--- config.mk ---
export PLATFORM = sky130hd
export DESIGN_NAME = trig_frac_clkgen
export DESIGN_NICKNAME = d
export VERILOG_FILES = /design/src/rtl/trig_clkgen_pkg.sv /design/src/rtl/tcg_commit.sv /design/src/rtl/tcg_predivider.sv /design/src/rtl/tcg_frac_accum.sv /design/src/rtl/trig_frac_clkgen.sv
export SDC_FILE = /design/constraint.sdc
export NUM_CORES = 1
export LEC_CHECK = 0
export BUFFER_PORTS_ARGS = -buffer_cell sky130_fd_sc_hd__buf_2
export CORE_MARGIN = 2
export CORE_UTILIZATION = 50
export DETAILED_ROUTE_END_ITERATION = 7
export GPL_TIMING_DRIVEN = 0
export PLACE_DENSITY = 0.79
export SETUP_SLACK_MARGIN = 0.1
export SLEW_MARGIN = 20
export SYNTH_ARGS = -nofsm -noshare
export SYNTH_HDL_FRONTEND = slang
export SYNTH_HIERARCHICAL = 1
export SYNTH_SLANG_ARGS = --single-unit
export TNS_END_PERCENT = 20
--- constraint.sdc ---
create_clock -name clk -period 4.94 [get_ports clk]
set_input_delay 0.988 -clock clk [delete_from_list [all_inputs] [get_ports clk]]
set_output_delay 0.988 -clock clk [all_outputs]
set_load 0.01 [all_outputs]
--- src/rtl/trig_clkgen_pkg.sv ---
package trig_clkgen_pkg;

    localparam int INT_W       = 8;
    localparam int FRAC_W      = 4;
    localparam int DIV_W       = INT_W + FRAC_W;
    localparam int ACC_W       = DIV_W + 1;
    localparam int PRE_W       = 2;
    localparam int SEL_W       = 2;
    localparam int NUM_PARENTS = 3;
    localparam int SETTLE_CYC  = 3;
    localparam int ADDR_W      = 2;
    localparam int DATA_W      = DIV_W;
    localparam int NUM_TRIG    = 2;

    // commit bit positions in the commit register
    localparam int TRIG_MAIN = 0;
    localparam int TRIG_EARLY = 1;

    typedef enum logic [ADDR_W-1:0] {
        REG_GATE  = 2'd0,
        REG_EARLY = 2'd1,
        REG_DIV   = 2'd2,
        REG_TRIG  = 2'd3
    } reg_addr_e;

    // pre-divider in the upper bits, parent code in the lower bits
    typedef struct packed {
        logic [PRE_W-1:0] pre;
        logic [SEL_W-1:0] sel;
    } early_cfg_t;

    localparam early_cfg_t EARLY_RESET = '{pre: '0, sel: '1};

    function automatic logic [ACC_W-1:0] scaled_divisor(input logic [DIV_W-1:0] field);
        return {1'b0, field} + ACC_W'(1 << FRAC_W);
    endfunction

    function automatic logic sel_is_valid(input logic [SEL_W-1:0] code);
        return int'(code) < NUM_PARENTS;
    endfunction

endpackage

--- src/rtl/tcg_commit.sv ---
module tcg_commit #(
    parameter int SETTLE = 3
) (
    input  logic clk,
    input  logic rst,
    input  logic trig_wr,
    input  logic gate_on,
    input  logic boundary,
    output logic busy,
    output logic apply
);
    localparam int CW = $clog2(SETTLE + 1);

    logic [CW-1:0] settle_q;
    logic          busy_q;

    always_ff @(posedge clk) begin
        if (rst) begin
            busy_q   <= 1'b0;
            settle_q <= '0;
        end else if (trig_wr && gate_on) begin
            busy_q   <= 1'b1;
            settle_q <= CW'(SETTLE);
        end else if (busy_q) begin
            if (settle_q != '0)
                settle_q <= settle_q - 1'b1;
            else if (boundary)
                busy_q <= 1'b0;
        end
    end

    assign busy  = busy_q;
    assign apply = busy_q && (settle_q == '0) && boundary;

    a_r5_busy_after_write: assert property (@(posedge clk) disable iff (rst)
        (trig_wr && gate_on) |=> busy);
    a_r5_busy_holds: assert property (@(posedge clk) disable iff (rst)
        $rose(busy) |=> busy);
    a_r7_gate_off_ignored: assert property (@(posedge clk) disable iff (rst)
        (trig_wr && !gate_on && !busy) |=> !busy);
    a_r8_release_on_boundary: assert property (@(posedge clk) disable iff (rst)
        $fell(busy) |-> $past(boundary));
endmodule

--- src/rtl/tcg_predivider.sv ---
module tcg_predivider #(
    parameter int PRE_W = 2
) (
    input  logic             clk,
    input  logic             rst,
    input  logic             clr,
    input  logic             src_tick,
    input  logic [PRE_W-1:0] pre_val,
    output logic             pre_tick
);
    logic [PRE_W-1:0] cnt_q;

    assign pre_tick = src_tick && (cnt_q == pre_val);

    always_ff @(posedge clk) begin
        if (rst || clr)
            cnt_q <= '0;
        else if (pre_tick)
            cnt_q <= '0;
        else if (src_tick)
            cnt_q <= cnt_q + 1'b1;
    end

    a_r3_count_in_range: assert property (@(posedge clk) disable iff (rst)
        cnt_q <= pre_val);
endmodule

--- src/rtl/tcg_frac_accum.sv ---
module tcg_frac_accum
    import trig_clkgen_pkg::*;
(
    input  logic             clk,
    input  logic             rst,
    input  logic             clr,
    input  logic             adv,
    input  logic [DIV_W-1:0] div_field,
    output logic             pulse
);
    localparam logic [ACC_W-1:0] ONE = ACC_W'(1 << FRAC_W);

    logic [ACC_W-1:0] acc_q;
    logic [ACC_W-1:0] sum;
    logic [ACC_W-1:0] dsc;

    always_comb begin
        sum   = acc_q + ONE;
        dsc   = scaled_divisor(div_field);
        pulse = adv && (sum >= dsc);
    end

    always_ff @(posedge clk) begin
        if (rst || clr)
            acc_q <= '0;
        else if (adv)
            acc_q <= pulse ? (sum - dsc) : sum;
    end

    a_r2_acc_below_divisor: assert property (@(posedge clk) disable iff (rst)
        acc_q < scaled_divisor(div_field));
endmodule

--- src/rtl/trig_frac_clkgen.sv ---
module trig_frac_clkgen
    import trig_clkgen_pkg::*;
(
    input  logic                   clk,
    input  logic                   rst,
    input  logic                   wr_en,
    input  logic [ADDR_W-1:0]      wr_addr,
    input  logic [DATA_W-1:0]      wr_data,
    input  logic [NUM_PARENTS-1:0] ref_tick,
    output logic                   clk_en_o,
    output logic                   main_busy_o,
    output logic                   pre_busy_o
);
    logic             gate_q;
    early_cfg_t       shadow_early_q, act_early_q;
    logic [DIV_W-1:0] shadow_div_q, act_div_q;
    logic             clk_en_q;

    logic [NUM_TRIG-1:0] trig_wr, busy, apply;
    logic running, sel_tick, src_tick, pre_tick, pulse_now, boundary, restart;

    // register writes into shadow state
    always_ff @(posedge clk) begin
        if (rst) begin
            gate_q         <= 1'b0;
            shadow_early_q <= EARLY_RESET;
            shadow_div_q   <= '0;
        end else if (wr_en) begin
            case (reg_addr_e'(wr_addr))
                REG_GATE:  gate_q         <= wr_data[0];
                REG_EARLY: shadow_early_q <= early_cfg_t'(wr_data[PRE_W+SEL_W-1:0]);
                REG_DIV:   shadow_div_q   <= wr_data;
                default:   ;
            endcase
        end
    end

    always_comb begin
        trig_wr = '0;
        if (wr_en && reg_addr_e'(wr_addr) == REG_TRIG)
            trig_wr = wr_data[NUM_TRIG-1:0];
    end

    // parent selection
    always_comb begin
        sel_tick = 1'b0;
        for (int i = 0; i < NUM_PARENTS; i++)
            if (act_early_q.sel == SEL_W'(i))
                sel_tick = ref_tick[i];
    end

    assign running  = gate_q && sel_is_valid(act_early_q.sel);
    assign src_tick = running && sel_tick;
    assign boundary = pulse_now || !running;
    assign restart  = |apply;

    for (genvar g = 0; g < NUM_TRIG; g++) begin : g_trig
        tcg_commit #(.SETTLE(SETTLE_CYC)) u_commit (
            .clk      (clk),
            .rst      (rst),
            .trig_wr  (trig_wr[g]),
            .gate_on  (gate_q),
            .boundary (boundary),
            .busy     (busy[g]),
            .apply    (apply[g])
        );
    end

    always_ff @(posedge clk) begin
        if (rst) begin
            act_early_q <= EARLY_RESET;
            act_div_q   <= '0;
        end else begin
            if (apply[TRIG_EARLY]) act_early_q <= shadow_early_q;
            if (apply[TRIG_MAIN])  act_div_q   <= shadow_div_q;
        end
    end

    tcg_predivider #(.PRE_W(PRE_W)) u_pre (
        .clk      (clk),
        .rst      (rst),
        .clr      (restart),
        .src_tick (src_tick),
        .pre_val  (act_early_q.pre),
        .pre_tick (pre_tick)
    );

    tcg_frac_accum u_acc (
        .clk       (clk),
        .rst       (rst),
        .clr       (restart),
        .adv       (pre_tick),
        .div_field (act_div_q),
        .pulse     (pulse_now)
    );

    always_ff @(posedge clk) begin
        if (rst) clk_en_q <= 1'b0;
        else     clk_en_q <= pulse_now;
    end

    assign clk_en_o    = clk_en_q;
    assign main_busy_o = busy[TRIG_MAIN];
    assign pre_busy_o  = busy[TRIG_EARLY];

    a_r9_gate_off_silent: assert property (@(posedge clk) disable iff (rst)
        !gate_q |=> !clk_en_o);
    a_r4_undefined_parent_silent: assert property (@(posedge clk) disable iff (rst)
        !sel_is_valid(act_early_q.sel) |=> !clk_en_o);
    a_r8_divider_changes_on_boundary: assert property (@(posedge clk) disable iff (rst)
        (act_div_q != $past(act_div_q)) |-> $past(boundary));
    a_r6_early_changes_on_boundary: assert property (@(posedge clk) disable iff (rst)
        (act_early_q != $past(act_early_q)) |-> $past(boundary));
endmodule

==> results of run 1 <==
## repair_timing
| item | 4_1_cts | 5_1_grt |
|---|---|---|
| endpoints found under the setup margin | 9 | 13 |
| cloned | 0 | 0 |
| buffers inserted | 0 | 1 |
| pin swaps | 0 | 1 |
| gates resized for setup | 4 | 15 |
## per-layer routing
metal,wire length (um),GRT usage
met1,3250,0.267
met2,3170,0.310
met5,0,0
met3,313,0.0327
met4,38,0.0548
## cell type report
cell class              count  area [um^2]
flip-flops and latches     55         1100
fillers                   570         2680
clock inverters             1         8.76
multi-input cells         298         2130
inverters                  15         56.3
clock buffers               6         82.6
well taps                  77         96.3
plain buffers              16          104
repair buffers             23          118
## cell families (layout without fill, tap and decap cells)
| family | Yosys count | after routing | share of synthesized area |
|---|---|---|---|
| mux | 21 | 21 | 0.0631 |
| compound gates | 90 | 90 | 0.197 |
| flops | 55 | 55 | 0.331 |
| simple gates | 147 | 147 | 0.234 |
| fa+ha+maj | 18 | 18 | 0.0699 |
| xor+xnor | 22 | 22 | 0.0579 |
| buf+inv | 31 | 61 | 0.0470 |
## cells in the mapped netlist, drive strengths merged, types with 2 or more instances
cell      n
a31oi     4
xnor2    14
or2       2
nor2b     5
buf      13
nand2    48
nor4      3
a21oi    30
nand2b    5
dfxtp    55
a21boi    2
clkbuf    3
o21ai    13
or4b      4
o21a      6
a21o      4
and2b     2
inv      15
or3       4
nor2     32
xor2      8
o31ai     2
a211oi    5
o311ai    3
mux2i    21
o2111ai   2
a211o     2
o22ai     3
nor3      5
o211a     2
a21bo     2
o211ai    6
ha       17
and4      2
and3      4
nand4     4
nand3b    6
nand3    17
## registers in the layout (all words and copies together), names as in the netlist
| signal | cells |
|---|---|
| u_acc/acc_q | 13 |
| shadow_div_q | 12 |
| act_early_q | 4 |
| act_div_q | 12 |
| u_pre/cnt_q | 2 |
| g_trig.u_commit/settle_q | 4 |
| g_trig.u_commit/busy | 2 |
| clk_en_o | 1 |
| shadow_early_q | 4 |
| gate_q | 1 |
## worst max path at each step
stage	endpoint	slack, ns
final	u_acc/acc_q[11]$_SDFFE_PP0P_	0.41
after global routing	u_acc/acc_q[11]$_SDFFE_PP0P_	0.1
after CTS	u_acc/acc_q[11]$_SDFFE_PP0P_	0.11
after detailed placement	u_acc/acc_q[11]$_SDFFE_PP0P_	-0.13
after global placement	u_acc/acc_q[11]$_SDFFE_PP0P_	-0.06
after floorplan	u_acc/acc_q[11]$_SDFFE_PP0P_	0.65
## stage by stage
stage / setup slack [ns] / std cells / hold slack (ns) / utilization
after floorplan: 0.653 / 384 / 0.436 / -
after global placement: -0.0615 / 483 / 0.444 / 0.554
after detailed placement: -0.133 / 483 / 0.454 / 0.554
after CTS: 0.108 / 490 / 0.468 / 0.569
after global routing: 0.0975 / 491 / 0.485 / 0.580
final: 0.410 / 491 / 0.464 / 0.580
## worst max-delay path, stage by stage (launching register included)
cell and delay (ns):
dfxtp_2 0.40, ha_2 0.24, nand2_1 0.12, nor2_4 0.15, xor2_2 0.19, ha_2 0.34
a21o_1 0.16, a21o_1 0.20, a211oi_4 0.34, o211a_1 0.21, buf_6 0.14, nor2_2 0.08
nand3b_1 0.24, and3_2 0.24, buf_2 0.15, buf_4 0.20, or2_2 0.36, nor2_4 0.15
buf_4 0.18, nand2_1 0.13, o31ai_2 0.23
## power by group through the flow
stage	registers [uW]	logic, uW	clock network (uW)
floorplan	460	20.2	0
global route	452	40.7	280
finish	451	36.5	259
CTS	451	36.2	266
global placement	461	35.0	0
detailed placement	461	35.9	0
==> results by group, run 1 <==
Outcome
  – Status: complete, no violations

Synth
  – Synth async-reset ratio: 0
  – Yosys top cell by area: dfxtp_1
  – Syn nets: 422
  – Post-synth EDFFs: 0
  – Post-synth top area share: 0.331
  – Avg Cell Area, Syn: 8.67 um^2
  – Synthesis Warnings: 6
  – Top_reg_cell synth: dfxtp_1
  – #FFs+latches synth: 55
  – Yosys cell types: 64
  – Seq/Total Area, Yosys: 0.331
  – Mapped Area: 3330 um^2
  – Synth Instances: 384
  – Synth top area cells: dfxtp_1, ha_1, mux2i_1, nand2_1, xnor2_1

Clock network
  – Root Buffer: clkbuf_8
  – Clock sinks: 55
  – Cts hold-fix bufs: 0
  – Clock Tree Buf Depth: 2
  – Total CTS buffers: 5
  – Clk_lat worst skew: 0.30 ns
  – Register clock-pin slew on the reported worst setup and hold paths: 0.10 ns
  – CTS tree: built
  – CTS HTree Levels: 2

Run
  – Max-cap violations: 0

Floorplan
  – Die area: 7330 um^2
  – Initial Utilization: 0.521
  – Num ports: 23
  – Vert. Die Dim: 85.6 um
  – Site Rows: 29
  – Chip width: 85.6 um
  – Core ar.: 6390 um^2

Timing
  – Final TNS setup: 0 ns
  – Measured slew at the worst slew-check pin: 0.461 ns
  – Relative slew margins: 0.693
  – Max-slew violations: 0
  – FMAX: 221 MHz
  – RSZ-0062 raised after global routing: false
  – Final Hold Viols: 0
  – Final setup fails: 0
  – Clk_skew: 0.00183 ns
  – Tcrit/Tclk final: 0.917
  – Post-layout min period: 4.53 ns

Pwr
  – Clk pwr share: 0.347
  – Flop pwr share: 0.605
  – Comb pwr share: 0.049
  – VDD IR max: 0.234 mV
  – Power per cell area: 201 nW/um^2
  – Total power: 746 uW
  – Switching Share: 0.227
  – Sw Pwr: 169 uW
  – Int Power: 577 uW
  – P_leak: 0.00145 uW

Route
  – Routed Antenna Nets: 0
  – Drc violations: 0
  – Total Routed Length: 6780 um
  – Pre-Repair DR Iteration Count: 5
  – Drt wl/cell: 13.8 um
  – Drt first-iter violations: 194
  – Vias per inst: 5.67
  – Vias: 2,785

Worst setup path
  – Worst reg-to-reg path cell count: 20
  – Crit Path Max Fanout: 10
  – Required time worst endpoint: 5.17 ns
  – CP arrival: 4.76 ns
  – CP Launch Point: u_acc/acc_q[4]$_SDFFE_PP0P_
  – Reg2Reg Setup Slack: 0.41 ns
  – Setup crit start kind: register
  – Reg2reg end: u_acc/acc_q[11]$_SDFFE_PP0P_
  – Launching point of the worst reg2reg path: u_acc/acc_q[4]$_SDFFE_PP0P_
  – CP Capture Type: register
  – Crit path kind: reg2reg

Placement
  – Placed Area: 3540 um^2
  – DP Wirelength: 5220 um
  – Placer congestion estimate: 0.842
  – Buffers added on ports: 22

Min path
  – Worst Hold Path Cells: 2
  – Hold Path Class: reg2reg
  – Worst hold start: shadow_div_q[8]$_SDFFE_PP0P_
  – Hold Path End: shadow_div_q[8]$_SDFFE_PP0P_

Final layout
  – Most common cell after layout, fill and taps aside: dfxtp_1
  – Fraction of layout cells with a size suffix above 1: 0.205
  – Fin nets: 452
  – Area grow syn2layout: 11.2%
  – N_diodes: 0
  – Cell area after layout: 3700 um^2
  – Commonest non-fill, non-tap cells in the layout: dfxtp_1, nand2_1, buf_2

Global routing
  – Global-route wire length before repair: 11,800 um
  – Overall Global Routing Usage: 0.193
  – Initial antenna violation count: 0
  – Grt ovf: 0
  – Vias in the first global route: 2,646
  – Largest net degree at the start of global routing: 18
Power figures use the tool's default switching activity.
==> run 2, diff against run 1 <==
--- a/config.mk
+++ b/config.mk
@@ -15,6 +15,5 @@
 export SLEW_MARGIN = 20
 export SYNTH_ARGS = -nofsm -noshare
 export SYNTH_HDL_FRONTEND = slang
-export SYNTH_HIERARCHICAL = 1
 export SYNTH_SLANG_ARGS = --single-unit
 export TNS_END_PERCENT = 20
==> run 2 against run 1 <==
  * Register-to-register slack improved by 0.84 ns
  * Combinational power decreased by 4%
  * Maximum frequency increased by 23%
  * Synthesized cell count decreased by 2.3%
  * Sequential share of layout area increased by 1.7 points
  * Non-clock buffer count decreased by 4
  * Sequential power about the same
  * Via count decreased by 6.0%
  * Synthesized area decreased by 3.8%
  * Worst setup slack improved by 0.84 ns
==> results by group, run 2 <==
Route
  – Total Routed Length: 6650 um (-1.9%)
  – Pre-Repair DR Iteration Count: 4 (-1)
  – Drc violations: 0 (unchanged)
  – Drt first-iter violations: 138 (-29%)
  – Vias: 2,618 (-6.0%)
  – Routed Antenna Nets: 0 (unchanged)
  – Drt wl/cell: 13.8 um (+0.17%)
  – Vias per inst: 5.44 (-4.0%)

Placement
  – Buffers added on ports: 21 (-4.5%)
  – DP Wirelength: 5140 um (-1.5%)
  – Placer congestion estimate: 0.826 (-1.8%)
  – Placed Area: 3400 um^2 (-3.8%)
  – Placed Cells: 473 (-2.1%)

Worst setup path
  – Worst reg-to-reg path cell count: 13 (-35%)
  – CP cell instances: ha_1, nand3_1, nor2_1, nand3_1, xnor2_1, ha_1, nand4_4, or4_4, o211ai_2, o21ai_4, a31oi_4, buf_2, o22ai_1
  – CP max stage cell: or4_4
  – Crit Path Max Fanout: 10 (unchanged)
  – Setup crit start kind: register
  – CP bufs+invs: 1 (-3)
  – Largest delay share family, worst path: simple AND/OR/NAND/NOR gates
  – Launching point of the worst reg2reg path: u_acc.acc_q[4]$_SDFFE_PP0P_
  – Crit path kind: reg2reg
  – Reg2Reg Setup Slack: 1.25 ns (+0.84 ns)
  – Crit path largest cell delay: 0.57 ns (+0.17 ns)
  – Reg2reg end: u_acc.acc_q[10]$_SDFFE_PP0P_
  – CP Capture Type: register
  – CP arrival: 3.90 ns (-0.86 ns)
  – Required time worst endpoint: 5.15 ns (-0.02 ns)

Synth
  – Yosys cell types: 54 (-16%)
  – Synth top area cells: dfxtp_1, ha_1, nand2_1, mux2i_1, a21oi_1
  – Post-synth top cells: nand2_1, dfxtp_1, nor2_1, a21oi_1, mux2i_1
  – Yosys top cell by area: dfxtp_1
  – Syn nets: 413 (-2.1%)
  – Mapped Area: 3200 um^2 (-3.8%)
  – Synth Instances: 375 (-2.3%)
  – Seq/Total Area, Yosys: 0.344 (+0.0132)
  – Post-synth EDFFs: 0 (unchanged)
  – Synthesis Warnings: 0 (-6)
  – Top_reg_cell synth: dfxtp_1
  – Most frequent cell after synthesis: nand2_1
  – Post-synth top area share: 0.344 (+0.0132)
  – Synth async-reset ratio: 0 (unchanged)
  – #FFs+latches synth: 55 (unchanged)
  – Avg Cell Area, Syn: 8.54 um^2 (-1.5%)

Clock network
  – Resized Gates After CTS: 0 (-4)
  – Clock Tree Buf Depth: 2 (unchanged)
  – CTS HTree Levels: 2 (unchanged)
  – # Post-CTS Setup Buffers: 0 (unchanged)
  – CTS tree: built
  – Clk_lat worst skew: 0.32 ns (+0.02 ns)
  – Cts hold-fix bufs: 0 (unchanged)
  – Total CTS buffers: 5 (unchanged)
  – Root Buffer: clkbuf_8
  – Register clock-pin slew on the reported worst setup and hold paths: 0.11 ns (about the same)
  – Clock sinks: 55 (unchanged)

Final layout
  – Fraction of layout cells with a size suffix above 1: 0.134 (-0.0717)
  – Largest Register: u_acc.acc_q
  – N_diodes: 0 (unchanged)
  – Most common cell after layout, fill and taps aside: nand2_1
  – Max FFs per register: 13 (unchanged)
  – Commonest non-fill, non-tap cells in the layout: nand2_1, dfxtp_1, nor2_1
  – Fillcell total: 584 (+2.5%)
  – Finished Layout Cells: 481 (-2.0%)
  – Cell area after layout: 3500 um^2 (-5.5%)
  – Fin nets: 441 (-2.4%)
  – Area grow syn2layout: 9.30%
  – Biggest regs: u_acc.acc_q: 13 flops, act_div_q: 12 flops, shadow_div_q: 12 flops

Timing
  – Relative slew margins: 0.464 (-0.229)
  – Hold Worst Slack: 0.463 ns (-0.00106 ns)
  – Final Hold Viols: 0 (unchanged)
  – Clk_skew: 0.00815 ns (+0.00633 ns)
  – Tcrit/Tclk final: 0.747 (-0.170)
  – Final TNS setup: 0 ns (unchanged)
  – RSZ-0062 raised after global routing: false
  – Measured slew at the worst slew-check pin: 0.802 ns (+0.342 ns)
  – FMAX: 271 MHz (+23%)
  – Max-slew violations: 0 (unchanged)
  – Final setup fails: 0 (unchanged)
  – Post-layout min period: 3.69 ns (-0.841 ns)

Pwr
  – Sw Pwr: 190 uW (+12%)
  – P_leak: 0.00129 uW (-11%)
  – Clk pwr share: 0.359 (+0.012)
  – Power per cell area: 217 nW/um^2 (+7.6%)
  – Comb pwr share: 0.046 (-0.003)
  – Flop pwr share: 0.594 (-0.011)
  – Int Power: 568 uW (-1.4%)
  – VDD IR max: 0.147 mV (-37%)
  – Switching Share: 0.251 (+0.0237)

Floorplan
  – Die area: 7060 um^2 (-3.7%)
  – Core ar.: 6280 um^2 (-1.7%)
  – Vert. Die Dim: 84.0 um (-1.8%)
  – Num ports: 23 (unchanged)
  – Site Rows: 29 (unchanged)
  – Initial Utilization: 0.510 (-0.0113)
  – Chip width: 84.0 um (-1.8%)

Run
  – Max-cap violations: 0 (unchanged)

Outcome
  – Status: complete, no violations

Global routing
  – Initial antenna violation count: 0 (unchanged)
  – Overall Global Routing Usage: 0.196 (+0.00297)
  – Grt ovf: 0 (unchanged)
  – Global-route wire length before repair: 11,400 um (-3.3%)
  – Largest net degree at the start of global routing: 20 (+2)
  – Vias in the first global route: 2,498 (-5.6%)

Min path
  – Worst hold start: shadow_div_q[5]$_SDFFE_PP0P_
  – Worst Hold Path Cells: 2 (unchanged)
  – Hold Path Class: reg2reg
  – Hold Path End: shadow_div_q[5]$_SDFFE_PP0P_
run 2: cell families (layout without fill, tap and decap cells):
logic type      after synthesis  after routing  synth area share
simple gates                143            143             0.210
compound gates               80             80             0.176
flops                        55             55             0.344
xor+xnor                     30             30            0.0821
buf+inv                      29             58            0.0528
mux                          20             20            0.0625
fa+ha+maj                    18             18            0.0727
run 2: metrics by stage:
stage / power [uW] / utilization / setup WS [ns]
finish: 758 / 0.558 / 1.25
global route: 783 / 0.558 / 1.04
CTS: 763 / 0.558 / 1.25
detailed placement: 496 / 0.542 / 1.27
global placement: 495 / 0.542 / 1.32
floorplan: 481 / - / 1.76
run 2: power groups by stage:
stage	Sequential [uW]	Combinational (uW)	Clock, uW
finish	451	35.0	273
global route	452	38.8	293
CTS	451	35.1	278
detailed placement	461	35.2	0
global placement	461	34.5	0
floorplan	460	21.0	0
run 2: cell type report:
type	count	area [um^2]	share of cell area
inverters	15	56.3	0.0161
clock inverters	3	27.5	0.00787
flip-flops and latches	55	1100	0.315
repair buffers	21	105	0.0300
well taps	77	96.3	0.0275
multi-input cells	291	1930	0.552
plain buffers	14	113	0.0322
clock buffers	5	68.8	0.0197
run 2: how the worst max path moves through the flow:
stage,startpoint,endpoint,slack [ns],depth (start not counted)
3_3_place_gp,u_acc.acc_q[4]$_SDFFE_PP0P_,u_acc.acc_q[10]$_SDFFE_PP0P_,1.32,13
4_1_cts,u_acc.acc_q[4]$_SDFFE_PP0P_,u_acc.acc_q[10]$_SDFFE_PP0P_,1.25,13
3_5_place_dp,u_acc.acc_q[4]$_SDFFE_PP0P_,u_acc.acc_q[10]$_SDFFE_PP0P_,1.27,13
2_1_floorplan,u_acc.acc_q[4]$_SDFFE_PP0P_,act_div_q[2]$_SDFFE_PP0P_,1.76,14
6_report,u_acc.acc_q[4]$_SDFFE_PP0P_,u_acc.acc_q[10]$_SDFFE_PP0P_,1.25,13
5_1_grt,u_acc.acc_q[4]$_SDFFE_PP0P_,u_acc.acc_q[10]$_SDFFE_PP0P_,1.04,13
run 2: metal layers:
layer  global-route usage  up-vias  share of wire
met5                    0        -              0
met4               0.0469        0          0.014
met3               0.0297       10          0.034
met2                0.333       48           0.48
met1                0.260     1202           0.48
li1                     -     1358              -
run 2: tightest hold or removal path, cell delays in order (launching register included):
cell     delay, ns
dfxtp_1       0.32
nand2_1       0.05
a21oi_1       0.05
==> run 3, diff against run 2 <==
==> constraint.sdc (replaced) <==
create_clock -name clk -period 3.8 [get_ports clk]
set_input_delay 0.76 -clock clk [delete_from_list [all_inputs] [get_ports clk]]
set_output_delay 0.76 -clock clk [all_outputs]
set_load 0.01 [all_outputs]
==> run 3 against run 2 <==
  * Sequential power grew 30%
  * Maximum frequency grew 5.0%
  * Clock power grew 30%
  * Critical endpoint unchanged
  * Clock-buffer cell count is the same
  * Largest cell class unchanged
  * Sequential share of layout area shrank 0.12 points
==> results by group, run 3 (synthesized netlist as in run 2, its figures left out) <==
Placement
  – Placed Area: 3400 um^2 (unchanged)
  – Placed Cells: 473 (unchanged)
  – DP Wirelength: 5140 um (unchanged)
  – Placer congestion estimate: 0.826 (unchanged)
  – Buffers added on ports: 21 (unchanged)

Worst setup path
  – Launching point of the worst reg2reg path: u_acc.acc_q[5]$_SDFFE_PP0P_
  – WP depth: 13 (unchanged)
  – CP Capture Type: register
  – Crit Path Max Fanout: 10 (unchanged)
  – Worst reg-to-reg path cell count: 13 (unchanged)
  – CP arrival: 3.73 ns (-0.17 ns)
  – CP max stage cell: or4_4
  – CP cell instances: ha_2, nand3_1, nor2_2, nand3_1, xnor2_1, ha_1, nand4_4, or4_4, o211ai_2, o21ai_4, a31oi_4, clkbuf_4, o22ai_1
  – Crit path kind: reg2reg
  – CP Launch Point: u_acc.acc_q[5]$_SDFFE_PP0P_
  – Required time worst endpoint: 4.01 ns (-1.14 ns)
  – Setup crit start kind: register
  – CP bufs+invs: 1 (unchanged)
  – Largest delay share family, worst path: simple AND/OR/NAND/NOR gates
  – CP dominant cell by count: nand3_1
  – Crit path largest cell delay: 0.57 ns (about the same)

Floorplan
  – Die area: 7060 um^2 (unchanged)
  – Num ports: 23 (unchanged)
  – Initial Utilization: 0.510 (unchanged)
  – Site Rows: 29 (unchanged)
  – Chip width: 84.0 um (unchanged)
  – Core ar.: 6280 um^2 (unchanged)
  – Vert. Die Dim: 84.0 um (unchanged)

Final layout
  – Multi-input logic area: 1940 um^2 (+0.26%)
  – Biggest regs: u_acc.acc_q: 13 flops, act_div_q: 12 flops, shadow_div_q: 12 flops
  – Fraction of layout cells with a size suffix above 1: 0.146 (+0.0120)
  – Largest Register: u_acc.acc_q
  – Most common cell after layout, fill and taps aside: nand2_1
  – Sequential standard cell area: 1100 um^2 (+0.11%)
  – Area grow syn2layout: 9.85%
  – Fin nets: 442 (+0.23%)
  – Cell area after layout: 3520 um^2 (+0.50%)
  – Finished Layout Cells: 482 (+0.21%)
  – Commonest non-fill, non-tap cells in the layout: nand2_1, dfxtp_1, nor2_1
  – Max FFs per register: 13 (unchanged)
  – Fillcell total: 582 (-0.34%)
  – N_diodes: 0 (unchanged)

Route
  – Drc violations: 0 (unchanged)
  – Vias: 2,607 (-0.42%)
  – Vias per inst: 5.41 (-0.63%)
  – Pre-Repair DR Iteration Count: 4 (unchanged)
  – Routed Antenna Nets: 0 (unchanged)
  – Drt wl/cell: 13.9 um (+0.36%)
  – Total Routed Length: 6690 um (+0.57%)
  – Drt first-iter violations: 98 (-29%)

Outcome
  – Status: complete, no violations

Min path
  – Worst hold start: shadow_div_q[5]$_SDFFE_PP0P_
  – Hold Path Class: reg2reg
  – Worst Hold Path Cells: 2 (unchanged)

Pwr
  – P_leak: 0.00130 uW (+0.53%)
  – Power per cell area: 281 nW/um^2 (+30%)
  – VDD IR max: 0.192 mV (+30%)

Clock network
  – CTS tree: built
  – Clock sinks: 55 (unchanged)
  – Root Buffer: clkbuf_8
  – Cts hold-fix bufs: 0 (unchanged)
  – Clk_lat worst skew: 0.32 ns (about the same)
  – Clock Tree Buf Depth: 2 (unchanged)
  – Register clock-pin slew on the reported worst setup and hold paths: 0.11 ns (about the same)
  – CTS HTree Levels: 2 (unchanged)
  – Total CTS buffers: 5 (unchanged)

Global routing
  – Vias in the first global route: 2,498 (unchanged)
  – Grt ovf: 0 (unchanged)
  – Largest net degree at the start of global routing: 20 (unchanged)
  – Initial antenna violation count: 0 (unchanged)
  – Overall Global Routing Usage: 0.196 (unchanged)
  – Global-route wire length before repair: 11,400 um (unchanged)

Run
  – Max-cap violations: 0 (unchanged)

Timing
  – Relative slew margins: 0.474 (+0.00993)
  – Max-slew violations: 0 (unchanged)
  – Final setup fails: 0 (unchanged)
  – Post-layout min period: 3.51 ns (-0.177 ns)
  – RSZ-0062 raised after global routing: false
  – Clk_skew: 0.00901 ns (+0.000858 ns)
  – Tcrit/Tclk final: 0.924 (+0.177)
  – FMAX: 285 MHz (+5.0%)
  – Final Hold Viols: 0 (unchanged)
  – Final TNS setup: 0 ns (unchanged)
  – Measured slew at the worst slew-check pin: 0.787 ns (-0.0149 ns)
-- run 3: changes by cell type in the layout (fill, tap and decap cells not counted), sizes merged --
| cell | before | now |
|---|---|---|
| clkbuf | 14 | 15 |
-- run 3: layer usage --
metal / GRT usage / share of wire / up-vias
met2: 0.333 / 0.47 / 48
met3: 0.0297 / 0.034 / 11
met5: 0 / 0 / -
met1: 0.260 / 0.48 / 1190
met4: 0.0469 / 0.013 / 0
li1: - / - / 1358
-- run 3: path summary, 6_finish.rpt --
path | to | slack [ns]
max | u_acc.acc_q[10]$_SDFFE_PP0P_ | 0.29
min | shadow_div_q[5]$_SDFFE_PP0P_ | 0.46
max reg2reg | u_acc.acc_q[10]$_SDFFE_PP0P_ | 0.29
min reg2reg | shadow_div_q[5]$_SDFFE_PP0P_ | 0.46
-- run 3: worst reg2reg max path: cells and delay by family (launching register included) --
kind            cells  cell delay, ns
xor+xnor            1            0.18
buf+inv             1            0.28
fa+ha+maj           2            0.63
compound gates      4            0.73
flops               1            0.40
simple gates        5            1.20
-- run 3: layout make-up --
class,instances,share of cell area
Clock buffer,5,0.0196
Tap cell,77,0.0274
Sequential cell,55,0.313
Timing Repair Buffer,22,0.0320
Buffer,14,0.0331
Multi-Input combinational cell,291,0.551
Inverter,15,0.0160
Clock inverter,3,0.00783
-- run 3: where the power goes --
group / switching [uW] / internal, uW / total, uW
combinational: 26.2 / 19.4 / 45.7
sequential: 3.58 / 582 / 586
clock: 219 / 137 / 356
total: 249 / 739 / 988
-- run 3: through the flow --
stage	hold slack, ns	worst slack, ns	power, uW	utilization
2_1_floorplan	0.436	0.621	625	-
3_3_place_gp	0.443	0.180	644	0.542
3_5_place_dp	0.450	0.128	645	0.542
4_1_cts	0.465	0.113	992	0.558
5_1_grt	0.484	0.0950	1020	0.560
6_report	0.463	0.289	988	0.560
-- run 3: timing repair --
| item | 4_1_cts | 5_1_grt |
|---|---|---|
| buffers inserted | 0 | 1 |
| gates resized for setup | 0 | 6 |
| setup endpoints to repair | 0 | 24 |
